`config.mk`:
```
export PLATFORM = sky130hd
export DESIGN_NAME = info_access_unlock
export DESIGN_NICKNAME = d
export VERILOG_FILES = /design/src/rtl/info_access_unlock_pkg.sv /design/src/rtl/info_access_key_compare.sv /design/src/rtl/info_access_step_ctrl.sv /design/src/rtl/info_access_grant_reg.sv /design/src/rtl/info_access_unlock.sv
export SDC_FILE = /design/constraint.sdc
export NUM_CORES = 1
export LEC_CHECK = 0
export BUFFER_PORTS_ARGS = -buffer_cell sky130_fd_sc_hd__buf_4
export CAP_MARGIN = 5
export CORE_ASPECT_RATIO = 1.1
export CORE_MARGIN = 4
export CORE_UTILIZATION = 38
export CTS_CLUSTER_SIZE = 25
export DETAILED_ROUTE_END_ITERATION = 6
export PLACE_DENSITY = 0.85
export SYNTH_ARGS = -nofsm -noshare
export SYNTH_HDL_FRONTEND = slang
export SYNTH_HIERARCHICAL = 1
export SYNTH_SLANG_ARGS = --single-unit
```
`constraint.sdc`:
```
create_clock -name clk -period 3.45 [get_ports clk]
set_clock_uncertainty 0.2 [all_clocks]
set_input_delay 0.345 -clock clk [delete_from_list [all_inputs] [get_ports clk]]
set_output_delay 0.345 -clock clk [all_outputs]
set_load 0.02 [all_outputs]
```
`src/rtl/info_access_unlock_pkg.sv`:
```
package info_access_unlock_pkg;

  localparam int unsigned KEY_W     = 32;
  localparam int unsigned KEY_COUNT = 3;

  // Ordered unlock keys; position in the order is behaviour.
  function automatic logic [KEY_W-1:0] key_at(input int unsigned idx);
    case (idx)
      0:       key_at = 32'h3A7F_5CA3;
      1:       key_at = 32'hA1E3_4F20;
      2:       key_at = 32'h9608_B2C1;
      default: key_at = '0;
    endcase
  endfunction

endpackage

```
`src/rtl/info_access_key_compare.sv`:
```
module info_access_key_compare
  import info_access_unlock_pkg::*;
#(
  parameter int unsigned DATA_W = KEY_W,
  parameter int unsigned N_KEYS = KEY_COUNT
) (
  input  logic [DATA_W-1:0] data,
  output logic [N_KEYS-1:0] hit
);

  // One equality comparator per key position.
  for (genvar g = 0; g < N_KEYS; g++) begin : g_cmp
    assign hit[g] = (data == key_at(g));
  end

endmodule

```
`src/rtl/info_access_step_ctrl.sv`:
```
module info_access_step_ctrl #(
  parameter int unsigned N_KEYS = 3,
  localparam int unsigned PW    = (N_KEYS > 1) ? $clog2(N_KEYS) : 1
) (
  input  logic              clk,
  input  logic              rst,
  input  logic              wr_en,
  input  logic [N_KEYS-1:0] hit,
  input  logic              open_q,
  output logic [PW-1:0]     prog_q,
  output logic              set_open,
  output logic              clr_open
);

  localparam logic [PW-1:0] LAST = PW'(N_KEYS - 1);

  logic [PW-1:0] prog_d;
  logic          hit_cur;

  assign hit_cur = hit[prog_q];

  always_comb begin
    prog_d   = prog_q;
    set_open = 1'b0;
    clr_open = 1'b0;
    if (wr_en) begin
      if (open_q) begin
        // any write while open closes and restarts
        clr_open = 1'b1;
        prog_d   = '0;
      end else if (hit_cur && prog_q == LAST) begin
        set_open = 1'b1;
        prog_d   = '0;
      end else if (hit_cur) begin
        prog_d = prog_q + PW'(1);
      end else if (hit[0]) begin
        prog_d = PW'(1);
      end else begin
        prog_d = '0;
      end
    end
  end

  always_ff @(posedge clk) begin
    if (rst) prog_q <= '0;
    else     prog_q <= prog_d;
  end

endmodule

```
`src/rtl/info_access_grant_reg.sv`:
```
module info_access_grant_reg #(
  parameter int unsigned DATA_W = 32
) (
  input  logic              clk,
  input  logic              rst,
  input  logic              set_open,
  input  logic              clr_open,
  output logic              open_q,
  output logic [DATA_W-1:0] rd_q
);

  always_ff @(posedge clk) begin
    if (rst) begin
      open_q <= 1'b0;
      rd_q   <= '0;
    end else begin
      if (clr_open)      open_q <= 1'b0;
      else if (set_open) open_q <= 1'b1;
      rd_q <= '0;
    end
  end

endmodule

```
`src/rtl/info_access_unlock.sv`:
```
module info_access_unlock
  import info_access_unlock_pkg::*;
#(
  parameter int unsigned DATA_W = KEY_W
) (
  input  logic              clk,
  input  logic              rst,
  input  logic              wr_en,
  input  logic [DATA_W-1:0] wr_data,
  input  logic              rd_en,
  output logic [DATA_W-1:0] rd_data,
  output logic              grant
);

  localparam int unsigned N_KEYS = KEY_COUNT;
  localparam int unsigned PROG_W = (N_KEYS > 1) ? $clog2(N_KEYS) : 1;

  logic [N_KEYS-1:0] hit;
  logic [PROG_W-1:0] prog_q;
  logic              set_open, clr_open, open_q;
  logic              unused_rd_en;

  // reads return zero, so the strobe is not consumed
  assign unused_rd_en = rd_en;

  info_access_key_compare #(.DATA_W(DATA_W), .N_KEYS(N_KEYS)) u_cmp (
    .data (wr_data),
    .hit  (hit)
  );

  info_access_step_ctrl #(.N_KEYS(N_KEYS)) u_step (
    .clk      (clk),
    .rst      (rst),
    .wr_en    (wr_en),
    .hit      (hit),
    .open_q   (open_q),
    .prog_q   (prog_q),
    .set_open (set_open),
    .clr_open (clr_open)
  );

  info_access_grant_reg #(.DATA_W(DATA_W)) u_grant (
    .clk      (clk),
    .rst      (rst),
    .set_open (set_open),
    .clr_open (clr_open),
    .open_q   (open_q),
    .rd_q     (rd_data)
  );

  assign grant = open_q;

endmodule

```
# Word level (Yosys, flattened, before mapping)
# Cells that the tools add are included.
# W data, S select, Z words.
[word_totals]
rom_bits = 0
out_inout_bits = 33
wordCells = 21
input_bits = 36
regBits = 3
mem_bits_rw = 0
memories = 0
latchBits = 0
[op_classes]
n_bitwise = 0
reduce_logical = 2
order_cmp = 1
mul = 0
n_shift = 0
n_eq_ne = 4
n_mux = 11
n_div = 0
addsub = 1
[op_table]
columns = ["cell", "n"]
rows = [
  ["$eq A32 B32 Y1 const B", 2],
  ["$eq A32 B30 Y1 const B", 1],
  ["$mux W1", 7],
  ["$mux W2", 3],
  ["$lt A2 B3 Y1 const B", 1],
  ["$add A2 B1 Y2 const B", 1],
  ["$bmux W1 S2", 1],
  ["$eq A2 B2 Y1 const B", 1],
  ["$reduce_or A2 Y1", 1],
  ["$logic_and A1 B1 Y1", 1],
]

# Depth between registers and ports, before layout
[depth]
word_depth = 7
ltp_mapped = 9
mapped_depth_nobuf = 9

# By module
# The synthesis kept the hierarchy.
[modules_own_cells]
columns = ["mod", "n_inst", "area_per_inst_um2", "cells_each", "seq_area_each_um2"]
rows = [
  ["info_access_grant_reg", 1, 277.8, 36, 20.0],
  ["info_access_key_compare", 1, 239.0, 28, 0.0],
  ["info_access_step_ctrl", 1, 162.7, 21, 40.0],
]

# Least setup slack after synthesis
# No wires, ideal clock.
[synth_path]
path_kind = "input -> register"
startpoint = "input wr_data[13]"
endpoint = "register u_step.prog_q[0]"
t_required_ns = 3.193
path_slack_ns = 1.493
path_buffers = 0
t_arrival_ns = 1.700
setup_time_ns = 0.057
path_stages = 6
path_cell_list = "and4bb_1 nand4_2 nor4_2 o21ai_1 a2111oi_2 a22o_2"
[synth_between]
elab_chain_len = 6
elab_cells_between_ends = 10
classes_between = "3 x eq/ne; 6 x mux; 1 x reduce/logical"
[synth_lines]
columns = ["element", "line_no", "source"]
rows = [
  ["start: declaration", "info_access_unlock.sv:9", "input logic [DATA_W-1:0] wr_data,"],
  ["$eq A32 B30 Y1 *", "info_access_key_compare.sv:13", "assign hit[g] = (data == key_at(g));"],
  ["net hit[0]", "info_access_unlock.sv:18", "logic [N_KEYS-1:0] hit;"],
  ["$bmux W1 S2", "info_access_step_ctrl.sv:20", "assign hit_cur = hit[prog_q];"],
  ["$mux W1 (not written as such)", "info_access_step_ctrl.sv:20", ""],
  ["$mux W2 or $logic_and A1 B1 Y1 (tied branches)", "info_access_step_ctrl.sv:34, info_access_step_ctrl.sv:31", ""],
  ["$mux W2 *", "info_access_step_ctrl.sv:31", "end else if (hit_cur && prog_q == LAST) begin"],
  ["$mux W2 *", "info_access_step_ctrl.sv:27", "if (open_q) begin"],
  ["end signal: assignment", "info_access_step_ctrl.sv:46", "else prog_q <= prog_d;"],
  ["end: declaration", "info_access_step_ctrl.sv:10", "output logic [PW-1:0] prog_q,"],
]
# Mark *: on every way through the listed nets, which the timed path passes. The rest lies on a longest branch. The select of a mux whose other input is x is not followed.
# A chain may end at the register's enable or synchronous reset.

# Worst setup path in the final report
# Ends and elaborated chain as after synthesis.

==> Implementation_results.wiki <==
{| class="wikitable"
! Metric !! Value
|-
| Ys Warns || 6
|-
| Number of nets in the layout || between 150 and 200
|-
| Worst path arrival time || 1.89 ns
|-
| Period minus WS final || a little under 2 ns
|-
| # H-tree levels || 1
|-
| Number of clock sinks seen by CTS || 3
|-
| Layout cells sized above 1 || 0.390
|-
| Maximum number of pins on one net before global-route repair || 7
|-
| Remaining DRCs || 0
|-
| Critical-path maximum fanout || 3
|-
| Root cell of the clock tree || sky130_fd_sc_hd__clkbuf_4
|-
| Initial antenna violation count || 0
|-
| Area enclosed by the die boundary || between 2000 and 3000 sq um
|-
| Final std cells w/o fill || between 100 and 150
|-
| Number of hold violations in the final report || 0
|-
| Number of register bits inferred by synthesis || 3
|-
| Synthesized area divided by synthesized cell count || approximately 8 sq um
|-
| Post-CTS setup-driven buffer insertion count || 0
|-
| Placed inst area || roughly 840 sq um
|-
| Worst-case register-to-register setup slack || a little over 2 ns
|-
| Multi-input combinational cell area || around 490 sq um
|-
| Total grt overflow || 0
|-
| Power share of the clock group || 0.352
|-
| Sum of routed wire length over all layers || around 1500 um
|-
| Final Setup Violations || 0
|-
| Via count of the first global-routing pass || 572
|-
| Total half-perimeter wirelength after legalization and detailed placement || between 1000 and 1500 um
|-
| Worst setup slack before clock tree synthesis || about 1.2 ns
|-
| Critical Setup Path Class || input port to flip-flop
|-
| Smallest setup slack after layout || ~1.5 ns
|-
| Cts-stage hold buffer count || 0
|-
| Net switching power figure || roughly 0.064 mW
|-
| Run status || finished clean
|-
| Detailed-route vias per instance || around 4.6
|-
| Average wire length per cell after detail routing || around 11 um
|-
| Part of the power in registers || 0.202
|-
| Detailed-routing iteration count for the pre-antenna-repair pass || 4
|-
| Final Cycle Share || 0.571
|-
| Fill cells || around 150
|-
| Leakage component of the power || between 0.4 and 0.5 nW
|-
| Antenna Diode Count || 0
|-
| Final-layout worst hold slack || around 0.11 ns
|-
| Cell Count Post-Placement || 136
|-
| Detailed-route via count || 643
|-
| Setup TNS Final || 0 ns
|-
| Worst path required time || 3.37 ns
|-
| Power density of the placed cells || between 150 and 200 nW/um^2
|-
| Clock-pin slew on the worst setup and hold paths || 0.04 ns
|-
| Min-delay worst type || input port to flip-flop
|-
| Height of the chip || 52.3 um
|-
| Global-route usage over all layers || 0.107
|-
| Critical path capture point type || flip-flop
|-
| Unrepaired setup endpoints after global routing || false
|-
| Number of routed nets with antenna violations || 0
|-
| Cell area after layout || roughly 870 sq um
|-
| Number of instances in the synthesized netlist || 85
|-
| Max Clk Rate || approximately 510 MHz
|-
| Maximum vdd ir drop || about 0.11 mV
|-
| Total core area || between 1500 and 2000 sq um
|-
| Fin util || 0.530
|-
| Drt first-iter violations || 7
|-
| Clock network latency to the later pin of the worst-skew pair || 0.23 ns
|-
| Sequential cell area || about 60 sq um
|-
| Post-CTS Resized || 0
|-
| Relative area change from synthesis to final layout || 27.4%
|-
| Number of maximum-capacitance violations || 0
|-
| Max-slew violations || 0
|-
| Post-synthesis cell type count || 31
|-
| TritonCTS clock tree || built
|-
| Bufs on Longest Clock Path || 2
|-
| Overall power after layout || around 0.17 mW
|-
| PortBufs || 35
|-
| Die span in x || about 48 um
|-
| Ports || between 60 and 70
|-
| Proportion of power drawn by combinational gates || 0.446
|-
| First-pass GRT wire length || between 2000 and 2500 um
|-
| Share of total power consumed by net switching || 0.371
|-
| Startpoint class of the critical path || input port
|-
| GPL Wtd Cong || slightly above 0.7
|-
| Share of synthesized area occupied by flip-flops and latches || 0.0884
|-
| Post-Syn Area || ~680 sq um
|-
| Number of placement rows || 15
|-
| Starting utilization of the core area || 0.416
|-
| Cell internal power dissipation || 0.109 mW
|-
| Clock buffers created by TritonCTS || 3
|}
-- final timing paths --
| path | from | endpoint | cells past startpoint |
|---|---|---|---|
| worst max register to register | u_step/prog_q[0]$_SDFFE_PP0P_ | u_step/prog_q[1]$_SDFFE_PP0P_ | 5 |
| worst min-delay path | rst | u_step/prog_q[1]$_SDFFE_PP0P_ | 2 |
| worst min register to register | u_grant/open_q$_SDFFE_PP0P_ | u_grant/open_q$_SDFFE_PP0P_ | 2 |
| worst max-delay path | wr_data[13] | u_step/prog_q[0]$_SDFFE_PP0P_ | 8 |
-- kinds of logic after synthesis --
family                   Yosys count  share of synthesized area
AND/OR/NAND/NOR                   39                      0.442
buffers and inverters             34                      0.365
AO/OA/AOI/OAI                      6                     0.0663
flip-flops                         3                     0.0884
multiplexers                       1                     0.0147
adder cells (fa/ha/maj)            1                     0.0184
other                              1                    0.00552
-- area by class of cell --
| cell class | instances | area share |
|---|---|---|
| multi-input cells | 79 | 0.564 |
| repair buffers | 35 | 0.303 |
| flip-flops and latches | 3 | 0.0694 |
| clock buffers | 4 | 0.0303 |
| well taps | 17 | 0.0246 |
| inverters | 2 | 0.00867 |
-- state kept, by name (all words and copies together) (netlist names) --
name and cells:
u_grant/open_q 1, u_step/prog_q 2
-- layout by cell type, fill, tap and decap left out, types with 3 or more instances in the layout --
cell                        n
sky130_fd_sc_hd__buf_4     35
sky130_fd_sc_hd__nand4_1    3
sky130_fd_sc_hd__nand2_1    4
sky130_fd_sc_hd__nor2_1     7
sky130_fd_sc_hd__dfxtp_1    3
sky130_fd_sc_hd__clkbuf_4   3
sky130_fd_sc_hd__nor4_2     3
sky130_fd_sc_hd__conb_1    32
-- critical path, stage by stage --
cell,delay (ns)
sky130_fd_sc_hd__buf_4,0.11
sky130_fd_sc_hd__and4bb_1,0.28
sky130_fd_sc_hd__nand4_2,0.13
sky130_fd_sc_hd__nor4_2,0.36
sky130_fd_sc_hd__mux2i_1,0.13
sky130_fd_sc_hd__o21ai_1,0.19
sky130_fd_sc_hd__nand2_1,0.10
sky130_fd_sc_hd__a22o_2,0.23
-- Yosys cell counts (all sizes together) --
| library cell | number | share of area |
|---|---|---|
| nor3b | 2 | 0.022 |
| mux2i | 1 | 0.015 |
| or2b | 1 | 0.011 |
| nand3 | 1 | 0.0074 |
| nand2b | 1 | 0.0092 |
| buf | 32 | 0.35 |
| and4bb | 2 | 0.037 |
| nor4bb | 1 | 0.015 |
| nand3b | 2 | 0.022 |
| inv | 2 | 0.011 |
| nor2 | 7 | 0.039 |
| ha | 1 | 0.018 |
| nor3 | 3 | 0.046 |
| nand2 | 4 | 0.022 |
| and3b | 1 | 0.013 |
| and4 | 1 | 0.013 |
| nand4 | 5 | 0.064 |
| o21ai | 2 | 0.015 |
| a22o | 1 | 0.015 |
| and2 | 1 | 0.0092 |
| dfxtp | 3 | 0.088 |
| a2111oi | 1 | 0.022 |
| nor2b | 1 | 0.0092 |
| conb | 1 | 0.0055 |
| nor4b | 3 | 0.048 |
| a21oi | 2 | 0.015 |
| nor4 | 3 | 0.055 |
-- metal layers --
metal	wire, um	up-vias	share of wire	global-route usage
met3	211	0	0.14	0.0256
met4	0	0	0	0.0276
met5	0	-	0	0
met1	505	287	0.33	0.105
met2	819	42	0.53	0.220
li1	-	314	-	-
-- power by group through the flow --
stage               Sequential, mW  Combinational (mW)  Clock, mW
floorplan                   0.0354              0.0674          0
global placement            0.0354              0.0743          0
detailed placement          0.0354              0.0759          0
CTS                         0.0349              0.0760     0.0631
global route                0.0348              0.0819     0.0666
finish                      0.0349              0.0769     0.0607
(Power assumes the default switching activity.)
